==> src/rtl/pir_pkg.sv <==
package pir_pkg;
  localparam int unsigned PIR_SLOT_W    = 5;
  localparam int unsigned PIR_PIN_W     = 2;
  localparam int unsigned PIR_CFG_W     = 32;
  localparam int unsigned PIR_LINE_W    = 6;
  localparam int unsigned PIR_IRQ_BASE  = 32;
  localparam int unsigned PIR_QUAD_SLOT = 5;
  localparam int unsigned PIR_FIXA_SLOT = 6;
  localparam int unsigned PIR_FIXB_SLOT = 7;
  localparam int unsigned PIR_FIXA_LINE = 4;
  localparam int unsigned PIR_FIXB_LINE = 5;
  localparam int unsigned PIR_SWZ_LO    = 8;
  localparam int unsigned PIR_SWZ_HI    = 12;
  localparam int unsigned PIR_SWZ_OFS   = 6;

  typedef enum logic [1:0] {
    ROUTE_QUAD = 2'd0,
    ROUTE_FIX  = 2'd1,
    ROUTE_SWZ  = 2'd2,
    ROUTE_PASS = 2'd3
  } route_kind_e;
endpackage

==> src/rtl/pir_slot_map.sv <==
module pir_slot_map
  import pir_pkg::*;
#(
  parameter int unsigned SLOT_W    = PIR_SLOT_W,
  parameter int unsigned PIN_W     = PIR_PIN_W,
  parameter int unsigned LINE_W    = PIR_LINE_W,
  parameter int unsigned IRQ_BASE  = PIR_IRQ_BASE,
  parameter int unsigned QUAD_SLOT = PIR_QUAD_SLOT,
  parameter int unsigned FIXA_SLOT = PIR_FIXA_SLOT,
  parameter int unsigned FIXB_SLOT = PIR_FIXB_SLOT,
  parameter int unsigned FIXA_LINE = PIR_FIXA_LINE,
  parameter int unsigned FIXB_LINE = PIR_FIXB_LINE,
  parameter int unsigned SWZ_LO    = PIR_SWZ_LO,
  parameter int unsigned SWZ_HI    = PIR_SWZ_HI,
  parameter int unsigned SWZ_OFS   = PIR_SWZ_OFS
) (
  input  logic [SLOT_W-1:0] slot,
  input  logic [PIN_W-1:0]  pin,
  output logic [LINE_W-1:0] cfg_idx,
  output logic [LINE_W-1:0] ext_line
);
  localparam logic [SLOT_W-1:0] S_QUAD = SLOT_W'(QUAD_SLOT);
  localparam logic [SLOT_W-1:0] S_FIXA = SLOT_W'(FIXA_SLOT);
  localparam logic [SLOT_W-1:0] S_FIXB = SLOT_W'(FIXB_SLOT);
  localparam logic [SLOT_W-1:0] S_SWLO = SLOT_W'(SWZ_LO);
  localparam logic [SLOT_W-1:0] S_SWHI = SLOT_W'(SWZ_HI);

  route_kind_e       kind;
  logic [LINE_W-1:0] pin_ext;
  logic [LINE_W-1:0] slot_ext;

  assign pin_ext  = LINE_W'(pin);
  assign slot_ext = LINE_W'(slot);

  // classify the slot
  always_comb begin
    if (slot == S_QUAD)                         kind = ROUTE_QUAD;
    else if (slot == S_FIXA || slot == S_FIXB)  kind = ROUTE_FIX;
    else if (slot >= S_SWLO && slot <= S_SWHI)  kind = ROUTE_SWZ;
    else                                        kind = ROUTE_PASS;
  end

  // resolve the internal index and the presented number
  always_comb begin
    cfg_idx  = pin_ext;
    ext_line = pin_ext;
    unique case (kind)
      ROUTE_QUAD: begin
        cfg_idx  = LINE_W'(pin_ext % LINE_W'(4));
        ext_line = cfg_idx + LINE_W'(IRQ_BASE);
      end
      ROUTE_FIX: begin
        cfg_idx  = (slot == S_FIXA) ? LINE_W'(FIXA_LINE) : LINE_W'(FIXB_LINE);
        ext_line = cfg_idx + LINE_W'(IRQ_BASE);
      end
      ROUTE_SWZ: begin
        cfg_idx  = slot_ext - LINE_W'(SWZ_LO) + pin_ext + LINE_W'(SWZ_OFS);
        ext_line = cfg_idx + LINE_W'(IRQ_BASE);
      end
      ROUTE_PASS: begin
        cfg_idx  = pin_ext;
        ext_line = pin_ext;
      end
      default: begin
        cfg_idx  = pin_ext;
        ext_line = pin_ext;
      end
    endcase
  end
endmodule

==> src/rtl/pir_cpu_drive.sv <==
module pir_cpu_drive (
  input  logic clk,
  input  logic rst_n,
  input  logic ev,
  input  logic edge_bit,
  input  logic pol_bit,
  output logic cpu_irq
);
  logic hold_q, hold_d;
  logic irq_q, irq_d;
  logic hold_en;

  assign hold_en = ev & ~edge_bit;

  always_comb begin
    hold_d = hold_q;
    irq_d  = hold_q;
    if (ev) begin
      if (edge_bit) begin
        irq_d = 1'b1;
      end else begin
        hold_d = pol_bit;
        irq_d  = pol_bit;
      end
    end
  end

  always_ff @(posedge clk or negedge rst_n) begin
    if (!rst_n) begin
      hold_q <= 1'b0;
    end else if (hold_en) begin
      hold_q <= hold_d;
    end
  end

  always_ff @(posedge clk or negedge rst_n) begin
    if (!rst_n) begin
      irq_q <= 1'b0;
    end else begin
      irq_q <= irq_d;
    end
  end

  assign cpu_irq = irq_q;
endmodule

==> src/rtl/pci_irq_router.sv <==
module pci_irq_router
  import pir_pkg::*;
#(
  parameter int unsigned SLOT_W   = PIR_SLOT_W,
  parameter int unsigned PIN_W    = PIR_PIN_W,
  parameter int unsigned CFG_W    = PIR_CFG_W,
  parameter int unsigned LINE_W   = PIR_LINE_W,
  parameter int unsigned IRQ_BASE = PIR_IRQ_BASE
) (
  input  logic              clk,
  input  logic              rst_n,
  input  logic              evt_valid,
  input  logic [SLOT_W-1:0] evt_slot,
  input  logic [PIN_W-1:0]  evt_pin,
  input  logic [CFG_W-1:0]  edge_cfg,
  input  logic [CFG_W-1:0]  pol_cfg,
  output logic [LINE_W-1:0] irq_line,
  output logic              irq_line_vld,
  output logic              cpu_irq
);
  localparam int unsigned CFG_IW = $clog2(CFG_W);

  logic [LINE_W-1:0] map_idx;
  logic [LINE_W-1:0] map_line;
  logic              sel_edge;
  logic              sel_pol;
  logic [LINE_W-1:0] line_q, line_d;
  logic              vld_q, vld_d;

  pir_slot_map #(
    .SLOT_W   (SLOT_W),
    .PIN_W    (PIN_W),
    .LINE_W   (LINE_W),
    .IRQ_BASE (IRQ_BASE)
  ) u_map (
    .slot     (evt_slot),
    .pin      (evt_pin),
    .cfg_idx  (map_idx),
    .ext_line (map_line)
  );

  assign sel_edge = edge_cfg[map_idx[CFG_IW-1:0]];
  assign sel_pol  = pol_cfg[map_idx[CFG_IW-1:0]];

  pir_cpu_drive u_drive (
    .clk      (clk),
    .rst_n    (rst_n),
    .ev       (evt_valid),
    .edge_bit (sel_edge),
    .pol_bit  (sel_pol),
    .cpu_irq  (cpu_irq)
  );

  always_comb begin
    line_d = line_q;
    vld_d  = evt_valid;
    if (evt_valid) line_d = map_line;
  end

  always_ff @(posedge clk or negedge rst_n) begin
    if (!rst_n) begin
      line_q <= '0;
      vld_q  <= 1'b0;
    end else begin
      line_q <= line_d;
      vld_q  <= vld_d;
    end
  end

  assign irq_line     = line_q;
  assign irq_line_vld = vld_q;
endmodule

==> config.mk <==
export PLATFORM = sky130hd
export DESIGN_NAME = pci_irq_router
export DESIGN_NICKNAME = d
export VERILOG_FILES = /design/src/rtl/pir_pkg.sv /design/src/rtl/pir_slot_map.sv /design/src/rtl/pir_cpu_drive.sv /design/src/rtl/pci_irq_router.sv
export SDC_FILE = /design/constraint.sdc
export NUM_CORES = 1
export LEC_CHECK = 0
export BUFFER_PORTS_ARGS = -buffer_cell sky130_fd_sc_hd__buf_2
export CAP_MARGIN = 10
export CORE_MARGIN = 4
export CORE_UTILIZATION = 48
export DETAILED_ROUTE_END_ITERATION = 16
export PLACE_DENSITY = 0.92
export SLEW_MARGIN = 15
export SYNTH_ARGS = -nofsm -noshare
export SYNTH_HDL_FRONTEND = slang
export SYNTH_SLANG_ARGS = --single-unit
==> constraint.sdc <==
create_clock -name clk -period 1.31 [get_ports clk]
set_input_delay 0 -clock clk [delete_from_list [all_inputs] [get_ports clk]]
set_output_delay 0 -clock clk [all_outputs]
set_load 0.02 [all_outputs]
==> results of run 1 <==
cells in the mapped netlist (2+ instances only):
master | n | area share (%)
dfrtp_1 | 9 | 15
o2bb2ai_1 | 2 | 1.2
mux2i_1 | 8 | 5.5
mux2_2 | 7 | 5.4
nor2_1 | 13 | 3.3
nand2b_1 | 7 | 3.0
a211oi_1 | 9 | 4.6
and3_1 | 8 | 3.4
nor4_1 | 5 | 2.1
o21a_1 | 2 | 1.0
nand2_2 | 3 | 1.3
nand3_1 | 5 | 1.7
a21o_1 | 3 | 1.5
or3_1 | 2 | 0.86
o221ai_1 | 2 | 1.2
a221oi_1 | 2 | 1.2
clkbuf_1 | 3 | 0.77
nand2_1 | 7 | 1.8
a221o_1 | 2 | 1.4
a311oi_1 | 4 | 2.4
a31oi_1 | 3 | 1.3
o311ai_0 | 2 | 1.2
inv_1 | 10 | 2.6
ha_1 | 13 | 11
buf_2 | 4 | 1.4
a2111oi_0 | 2 | 1.2
a21oi_1 | 12 | 4.1
o21ai_0 | 14 | 4.8
logic make-up after synthesis:
logic type,after synthesis,share of synthesized area (%)
muxes,16,12.4
and+or+nand+nor,55,20.4
DFF,9,15.5
xor gates and xnor gates,1,0.601
adders and majority gates,14,12.5
buffers and inverters,21,6.61
AOI/OAI and AO/OA,66,31.9
stage by stage:
stage	area, um^2	worst slack [ps]	TNS (ps)
after detailed placement	2380	-1780	-8230
after global placement	2380	-1560	-7140
after floorplan	1640	-1260	-3460
==> out/results.tsv, run 1 <==
stage	metric	value	unit
placed_design	dpl hpwl	4.82	mm
clock_tree	CTS Hold Bufs	2	
clock_tree	Root Driver	clkbuf_4	
yosys	synthesized area per cell	8.01	um^2
yosys	synthesis-stage register bit count	9	
clock_tree	# clock sinks	9	
clock_tree	post-cts sizing count	60	
placed_design	Port Buffers	81	
floorplanning	Boundary Pins	82	
floorplanning	Die X-Extent	63.1	um
clock_tree	post-CTS setup repair buffer count	12	
yosys	share of flip-flops with an asynchronous set or reset	100	%
run_status	tool error	[ERROR DPL-0033] detailed placement checks failed during check placement.	
yosys	Synth cell types	47	
placed_design	placed instance count	331	
yosys	Syn. warnings	0	
clock_tree	Max clock buf depth	2	
yosys	top_reg_cell synth	dfrtp_1	
floorplanning	die height	63.1	um
floorplanning	Starting Density	51.5	%
clock_tree	TritonCTS Buffers	3	
yosys	Syn Inst Count	182	
floorplanning	Core Rows	19	
clock_tree	CTS H-tree lvls	1	
run_status	Fail Step	clock tree synthesis (4_1_cts)	
yosys	EDFF count, synth	0	
yosys	cell area after synthesis	1460	um^2
placed_design	final RePlAce weighted congestion	0.938	
yosys	Syn Nets	270	
run_status	status	did not finish	
yosys	sequential share of the synthesized area	15.5	%
==> run 2: changes to the inputs <==
--- a/config.mk
+++ b/config.mk
@@ -8,9 +8,9 @@
 export BUFFER_PORTS_ARGS = -buffer_cell sky130_fd_sc_hd__buf_2
 export CAP_MARGIN = 10
 export CORE_MARGIN = 4
-export CORE_UTILIZATION = 48
+export CORE_UTILIZATION = 36
 export DETAILED_ROUTE_END_ITERATION = 16
-export PLACE_DENSITY = 0.92
+export PLACE_DENSITY_LB_ADDON = 0.15
 export SLEW_MARGIN = 15
 export SYNTH_ARGS = -nofsm -noshare
 export SYNTH_HDL_FRONTEND = slang
==> out/results.tsv, run 2 <==
stage	metric	value	unit
critical_path	CP startpoint kind	input pin	
yosys	synth top area cells	dfrtp_1 (15%), ha_1 (11%), mux2i_1 (5.5%)	
floorplanning	Core Rows	22	
yosys	top_reg_cell synth	dfrtp_1	
yosys	synthesized area per cell	8.01	um^2
clock_tree	CTS tree	yes	
timing	RSZ-0062 raised after global routing	yes	
power	total power	1.99	mW
timing	min cycle time layout	2650	ps
routing	First DRT Iteration DRCs	95	
critical_path	RR Startpoint	u_drive.hold_q$_DFFE_PN0P_	
yosys	EDFF count, synth	0	
critical_path	Worst Path Buf+Inv	1	
critical_path	slowest stage delay, CP	470	ps
routing	Final Routed Wirelength	5.74	mm
timing	Max Clk Rate	378	MHz
yosys	area leader, netlist	dfrtp_1	
critical_path	kind of critical path	input pin to register	
grt	vias in the first global route	1937	
floorplanning	DIE AREA	5130	um^2
cells_and_area	number of flip-flops in the largest register	6	
critical_path	CP dominant cell by count	nor2_1	
clock_tree	CTS H-tree lvls	1	
critical_path	crit path max fanout	8	
routing	vias post-DR	1933	
min_path	hold depth	2	
critical_path	Worst Path Arrival	2790	ps
cells_and_area	layout cells sized above 1	64.2	%
routing	Via density	5.35	
grt	largest net degree at the start of global routing	13	
placed_design	Port Buffers	81	
cells_and_area	# fillers	303	
clock_tree	Root Driver	clkbuf_8	
clock_tree	TritonCTS Buffers	3	
power	Net Sw Frac	38.6	%
cells_and_area	# nets final	402	
placed_design	pre-CTS setup slack	-1730	ps
routing	Residual DRC	0	
critical_path	Crit path required time	1450	ps
critical_path	CP Capture Type	register	
floorplanning	Boundary Pins	82	
power	register share of total power	18.2	%
timing	Worst Max-Slew Pin Slew	450	ps
cells_and_area	Area Overhead vs Synth	92.4	%
grt	Tot GR Track Use	21.2	%
yosys	Synth cell types	47	
cells_and_area	commonest non-fill, non-tap cell in the layout	buf_2	
placed_design	final RePlAce weighted congestion	0.827	
yosys	most frequent cell after synthesis	o21ai_0	
routing	DR WL/cell	15.9	um
yosys	synthesis-stage register bit count	9	
yosys	sequential share of the synthesized area	15.5	%
timing	Fin Clk Skew	0.0640	ps
floorplanning	Starting Density	38.4	%
timing	final-report setup violation count	8	
placed_design	dpl hpwl	4.33	mm
grt	global route overflow	0	
min_path	Hold Crit Start	evt_valid	
grt	antenna violations before repair	0	
min_path	hold path endpoint	irq_line[5]$_DFFE_PN0P_	
floorplanning	Die X-Extent	71.6	um
yosys	share of flip-flops with an asynchronous set or reset	100	%
power	combinational share of power	66.1	%
critical_path	crit path max-delay cell type	or4_1	
run_status	status	complete, but fails checks	
power	switching pwr	0.767	mW
cells_and_area	Util after Layout	73.8	%
critical_path	RR Endpoint	u_drive.hold_q$_DFFE_PN0P_	
grt	first-pass GRT wire length	9.06	mm
clock_tree	# clock sinks	9	
yosys	Yosys top cell area share	15.5	%
power	VDD IR max	0.873	mV
floorplanning	die height	71.6	um
cells_and_area	commonest non-fill, non-tap cells in the layout	buf_2 (76), buf_4 (42), buf_6 (13), o21ai_0 (12), nor2_1 (11)	
critical_path	critical path, cell by cell	buf_12 > ha_4 > nand2b_1 > a32oi_1 > a21oi_1 > nor2_1 > nor2_1 > nor2_2 > ha_1 > nand2b_4 > and3_4 > nor4_1 > or4_1 > a21o_1 > a211o_1 > a31oi_1	
clock_tree	Max clock buf depth	2	
yosys	Syn Nets	270	
timing	Slew Viols, Final	0	
clock_tree	Clock transition at path regs	40	ps
job	Max Cap Violations	0	
yosys	Post-synth top cells	o21ai_0 (14), ha_1 (13), nor2_1 (13)	
cells_and_area	Reg area	225	um^2
power	Clock power frac	15.7	%
routing	drt pass-1 iters	4	
timing	final hold vios	0	
yosys	Syn Inst Count	182	
critical_path	Reg2Reg Depth	2	
routing	post-route ant nets	0	
yosys	cell area after synthesis	1460	um^2
power	Int Pwr	1.22	mW
critical_path	R2R Setup Slk	480	ps
timing	Slew HR	70.0	%
floorplanning	Core ar.	3800	um^2
timing	period utilisation layout	202	%
yosys	Syn. warnings	0	
power	P per Cell Area	708	nW/um^2
cells_and_area	antenna cells	0	
clock_tree	Clk Latency, worst-skew pair	230	ps
run_status	violated checks	setup timing	
critical_path	critical path's top delay family	simple AND/OR/NAND/NOR gates	
power	leakage	1.31	nW
timing	setup ws final	-1340	ps
min_path	Hold Crit Class	input pin to register	
cells_and_area	Multi-input gate area	1470	um^2
-- run 2: cell counts after synthesis --
No cell type changed its count.
-- run 2: cell type report --
cell class	instances	area share, %
Tap cell	48	2.14
Clock buffer	4	1.61
Sequential cell	9	8.03
Inverter	11	2.54
Timing Repair Buffer	137	33.4
Multi-Input combinational cell	152	52.3
-- run 2: cells by family (layout without fill, tap and decap cells) --
group / after synthesis / in the layout / share of synthesized area (%)
AO/OA/AOI/OAI: 66 / 66 / 31.9
XOR/XNOR: 1 / 1 / 0.601
adder cells (fa/ha/maj): 14 / 14 / 12.5
buffers and inverters: 21 / 152 / 6.61
flip-flops: 9 / 9 / 15.5
multiplexers: 16 / 16 / 12.4
AND/OR/NAND/NOR: 55 / 55 / 20.4
-- run 2: what timing repair did --
item,4_1_cts,5_1_grt
pin swaps,25,13
hold buffers,2,0
setup buffers,8,7
setup endpoints to repair,8,8
endpoints found under the hold margin,10,0
resized for setup,48,16
-- run 2: power by group through the flow --
stage          Combinational (mW)  Sequential (mW)  Clock, mW
3_5_place_dp                 1.08            0.360          0
5_1_grt                      1.43            0.365      0.344
3_3_place_gp                 1.06            0.363          0
4_1_cts                      1.24            0.358      0.315
6_report                     1.31            0.361      0.312
2_1_floorplan               0.602            0.406          0
-- run 2: worst max path at each step --
stage,from,to,slack (ps),cells after the start
global route,evt_slot[2],u_drive.hold_q$_DFFE_PN0P_,-1460,17
CTS,evt_slot[2],u_drive.hold_q$_DFFE_PN0P_,-1270,17
floorplan,evt_slot[3],u_drive.hold_q$_DFFE_PN0P_,-1260,18
global placement,evt_slot[2],u_drive.hold_q$_DFFE_PN0P_,-1620,16
finish,evt_slot[2],u_drive.hold_q$_DFFE_PN0P_,-1340,16
detailed placement,evt_slot[2],u_drive.hold_q$_DFFE_PN0P_,-1730,16
-- run 2: layer usage --
layer | wire (um) | share of wire [%] | GRT usage [%]
met3 | 419 | 7.3 | 3.23
met4 | 65 | 1.1 | 2.71
met2 | 2800 | 49 | 36.9
met1 | 2450 | 43 | 28.3
met5 | 0 | 0 | 0
-- run 2: worst reg2reg max path, cell delays in order, from the launching register on --
cell	delay, ps
dfrtp_1	390
a2111oi_2	210
a31oi_1	90
-- run 2: through the flow --
stage               setup TNS, ps  cells  cell area [um^2]  hold WS, ps
floorplan                   -3460    182              1640         -296
global placement            -6910    343              2360         -142
detailed placement          -7530    343              2360         -140
CTS                         -4350    357              2710         76.4
global route                -5400    361              2810          113
finish                      -4710    361              2810         84.7
Note: power is estimated with default switching activity, not from simulation.
==> run 3: changes to the inputs <==
--- a/config.mk
+++ b/config.mk
@@ -7,9 +7,9 @@
 export LEC_CHECK = 0
 export BUFFER_PORTS_ARGS = -buffer_cell sky130_fd_sc_hd__buf_2
 export CAP_MARGIN = 10
-export CORE_MARGIN = 4
-export CORE_UTILIZATION = 36
+export CORE_AREA = 4 4 65 67
 export DETAILED_ROUTE_END_ITERATION = 16
+export DIE_AREA = 0 0 69 71
 export PLACE_DENSITY_LB_ADDON = 0.15
 export SLEW_MARGIN = 15
 export SYNTH_ARGS = -nofsm -noshare
==> constraint.sdc (replaced) <==
create_clock -name clk -period 2.9 [get_ports clk]
set_input_delay 0 -clock clk [delete_from_list [all_inputs] [get_ports clk]]
set_output_delay 0 -clock clk [all_outputs]
set_load 0.02 [all_outputs]
==> out/results.tsv, run 3 (same netlist as run 2, synthesis figures left out) <==
stage	metric	value	unit
run_status	status	finished clean	
clock_tree	Root Driver	clkbuf_8	
placed_design	placed instance count	335	
critical_path	RR Startpoint	u_drive.hold_q$_DFFE_PN0P_	
grt	antenna violations before repair	0	
routing	Via density	5.37	
floorplanning	Starting Density	40.1	%
timing	final-report setup violation count	0	
power	P per Cell Area	344	nW/um^2
cells_and_area	post-route non-filler standard cell count	340	
power	leakage	1.14	nW
cells_and_area	Area Overhead vs Synth	59.5	%
timing	setup ws final	203	ps
clock_tree	Clock transition at path regs	40	ps
placed_design	Cell Area, Placed	2160	um^2
critical_path	CP Capture Type	register	
power	Net Sw Frac	37.8	%
timing	final hold slack	23.4	ps
grt	Tot GR Track Use	19.1	%
critical_path	crit path max-delay cell type	mux4_2	
power	total power	0.801	mW
min_path	Hold Crit Start	evt_valid	
min_path	Hold Crit Class	input pin to register	
clock_tree	CTS H-tree lvls	1	
routing	vias post-DR	1826	
timing	final hold vios	0	
timing	period utilisation layout	93.0	%
critical_path	kind of critical path	input pin to register	
min_path	hold path endpoint	irq_line_vld$_DFF_PN0_	
routing	First DRT Iteration DRCs	61	
floorplanning	DIE AREA	4900	um^2
critical_path	slowest stage delay, CP	530	ps
grt	global route overflow	0	
cells_and_area	# nets final	381	
power	Clock power frac	17.8	%
critical_path	WP depth	17	
power	switching pwr	0.303	mW
floorplanning	Boundary Pins	82	
power	Int Pwr	0.498	mW
routing	DR WL/cell	14.3	um
clock_tree	# clock sinks	9	
power	combinational share of power	61.7	%
timing	Max Clk Rate	371	MHz
critical_path	RR Endpoint	u_drive.hold_q$_DFFE_PN0P_	
routing	drt pass-1 iters	4	
cells_and_area	post-route cell area	2320	um^2
routing	post-route ant nets	0	
critical_path	critical path's top delay family	compound AO/OA/AOI/OAI gates	
clock_tree	Clk Latency, worst-skew pair	230	ps
critical_path	crit path max fanout	5	
timing	Fin Clk Skew	3.63	ps
critical_path	Reg2Reg Depth	2	
placed_design	dpl hpwl	3.98	mm
cells_and_area	commonest non-fill, non-tap cell in the layout	buf_2	
critical_path	critical path, cell by cell	buf_2 > inv_1 > ha_1 > nand2b_1 > a32oi_1 > a21oi_1 > nor2_1 > nor2_1 > nor2_2 > ha_1 > nand2b_4 > nand3_2 > nand2_2 > mux4_2 > a2111oi_4 > a211o_1 > a31oi_1	
clock_tree	CTS tree	yes	
timing	min cycle time layout	2700	ps
timing	total negative slack	0	ps
min_path	hold depth	1	
timing	Slew HR	75.7	%
cells_and_area	# fillers	344	
cells_and_area	Util after Layout	64.0	%
cells_and_area	Reg area	225	um^2
cells_and_area	layout cells sized above 1	51.0	%
job	Max Cap Violations	0	
critical_path	CP startpoint kind	input pin	
cells_and_area	antenna cells	0	
clock_tree	post-CTS setup repair buffer count	0	
critical_path	Worst Path Buf+Inv	2	
routing	Final Routed Wirelength	4.85	mm
critical_path	Worst Path Arrival	2780	ps
critical_path	Crit path required time	2990	ps
timing	Worst Max-Slew Pin Slew	359	ps
routing	Residual DRC	0	
cells_and_area	Multi-input gate area	1240	um^2
cells_and_area	commonest non-fill, non-tap cells in the layout	buf_2 (81), buf_4 (31), o21ai_0 (13), a21oi_1 (12), nor2_1 (12)	
critical_path	Worst Setup SP	evt_slot[2]	
placed_design	Port Buffers	81	
floorplanning	Die X-Extent	69	um
clock_tree	Max clock buf depth	2	
placed_design	final RePlAce weighted congestion	0.837	
timing	Slew Viols, Final	0	
grt	vias in the first global route	1788	
power	register share of total power	20.5	%
floorplanning	Core Rows	22	
cells_and_area	number of flip-flops in the largest register	6	
critical_path	R2R Setup Slk	2120	ps
floorplanning	Core ar.	3630	um^2
grt	first-pass GRT wire length	8.02	mm
floorplanning	die height	71	um
placed_design	pre-CTS setup slack	-142	ps
clock_tree	TritonCTS Buffers	3	
power	VDD IR max	0.321	mV
grt	largest net degree at the start of global routing	16	
[run 3: what timing repair did]
| action | 4_1_cts | 5_1_grt |
|---|---|---|
| hold endpoints to repair | 9 | 0 |
| hold buffers | 1 | 0 |
| endpoints found under the setup margin | 0 | 2 |
| gates resized for setup | 0 | 26 |
[run 3: cell type report]
cell class | instances | area share [%]
Inverter | 11 | 1.78
Timing Repair Buffer | 116 | 30.5
Tap cell | 48 | 2.58
Sequential cell | 9 | 9.69
Clock buffer | 4 | 1.94
Multi-Input combinational cell | 152 | 53.6
[run 3: routing by layer]
layer  global-route usage, %  wire (um)
met1                    25.2       2160
met2                    32.6       2330
met3                    4.55        346
met4                    1.95         21
met5                       0          0
[run 3: power groups by stage]
stage	Combinational, mW	Clock, mW	Sequential (mW)
global route	0.547	0.159	0.166
global placement	0.449	0	0.162
detailed placement	0.451	0	0.162
finish	0.494	0.142	0.164
CTS	0.454	0.147	0.160
floorplan	0.231	0	0.182
[run 3: worst max path at each step]
stage	to	slack (ps)
2_1_floorplan	u_drive.cpu_irq$_DFF_PN0_	70
4_1_cts	u_drive.cpu_irq$_DFF_PN0_	70
3_5_place_dp	u_drive.cpu_irq$_DFF_PN0_	-140
5_1_grt	u_drive.hold_q$_DFFE_PN0P_	-40
3_3_place_gp	u_drive.cpu_irq$_DFF_PN0_	-150
6_report	u_drive.cpu_irq$_DFF_PN0_	200
[run 3: worst reg2reg max path: stages (launching register included)]
cell,delay (ps)
dfrtp_1,400
a2111oi_4,190
a31oi_1,60
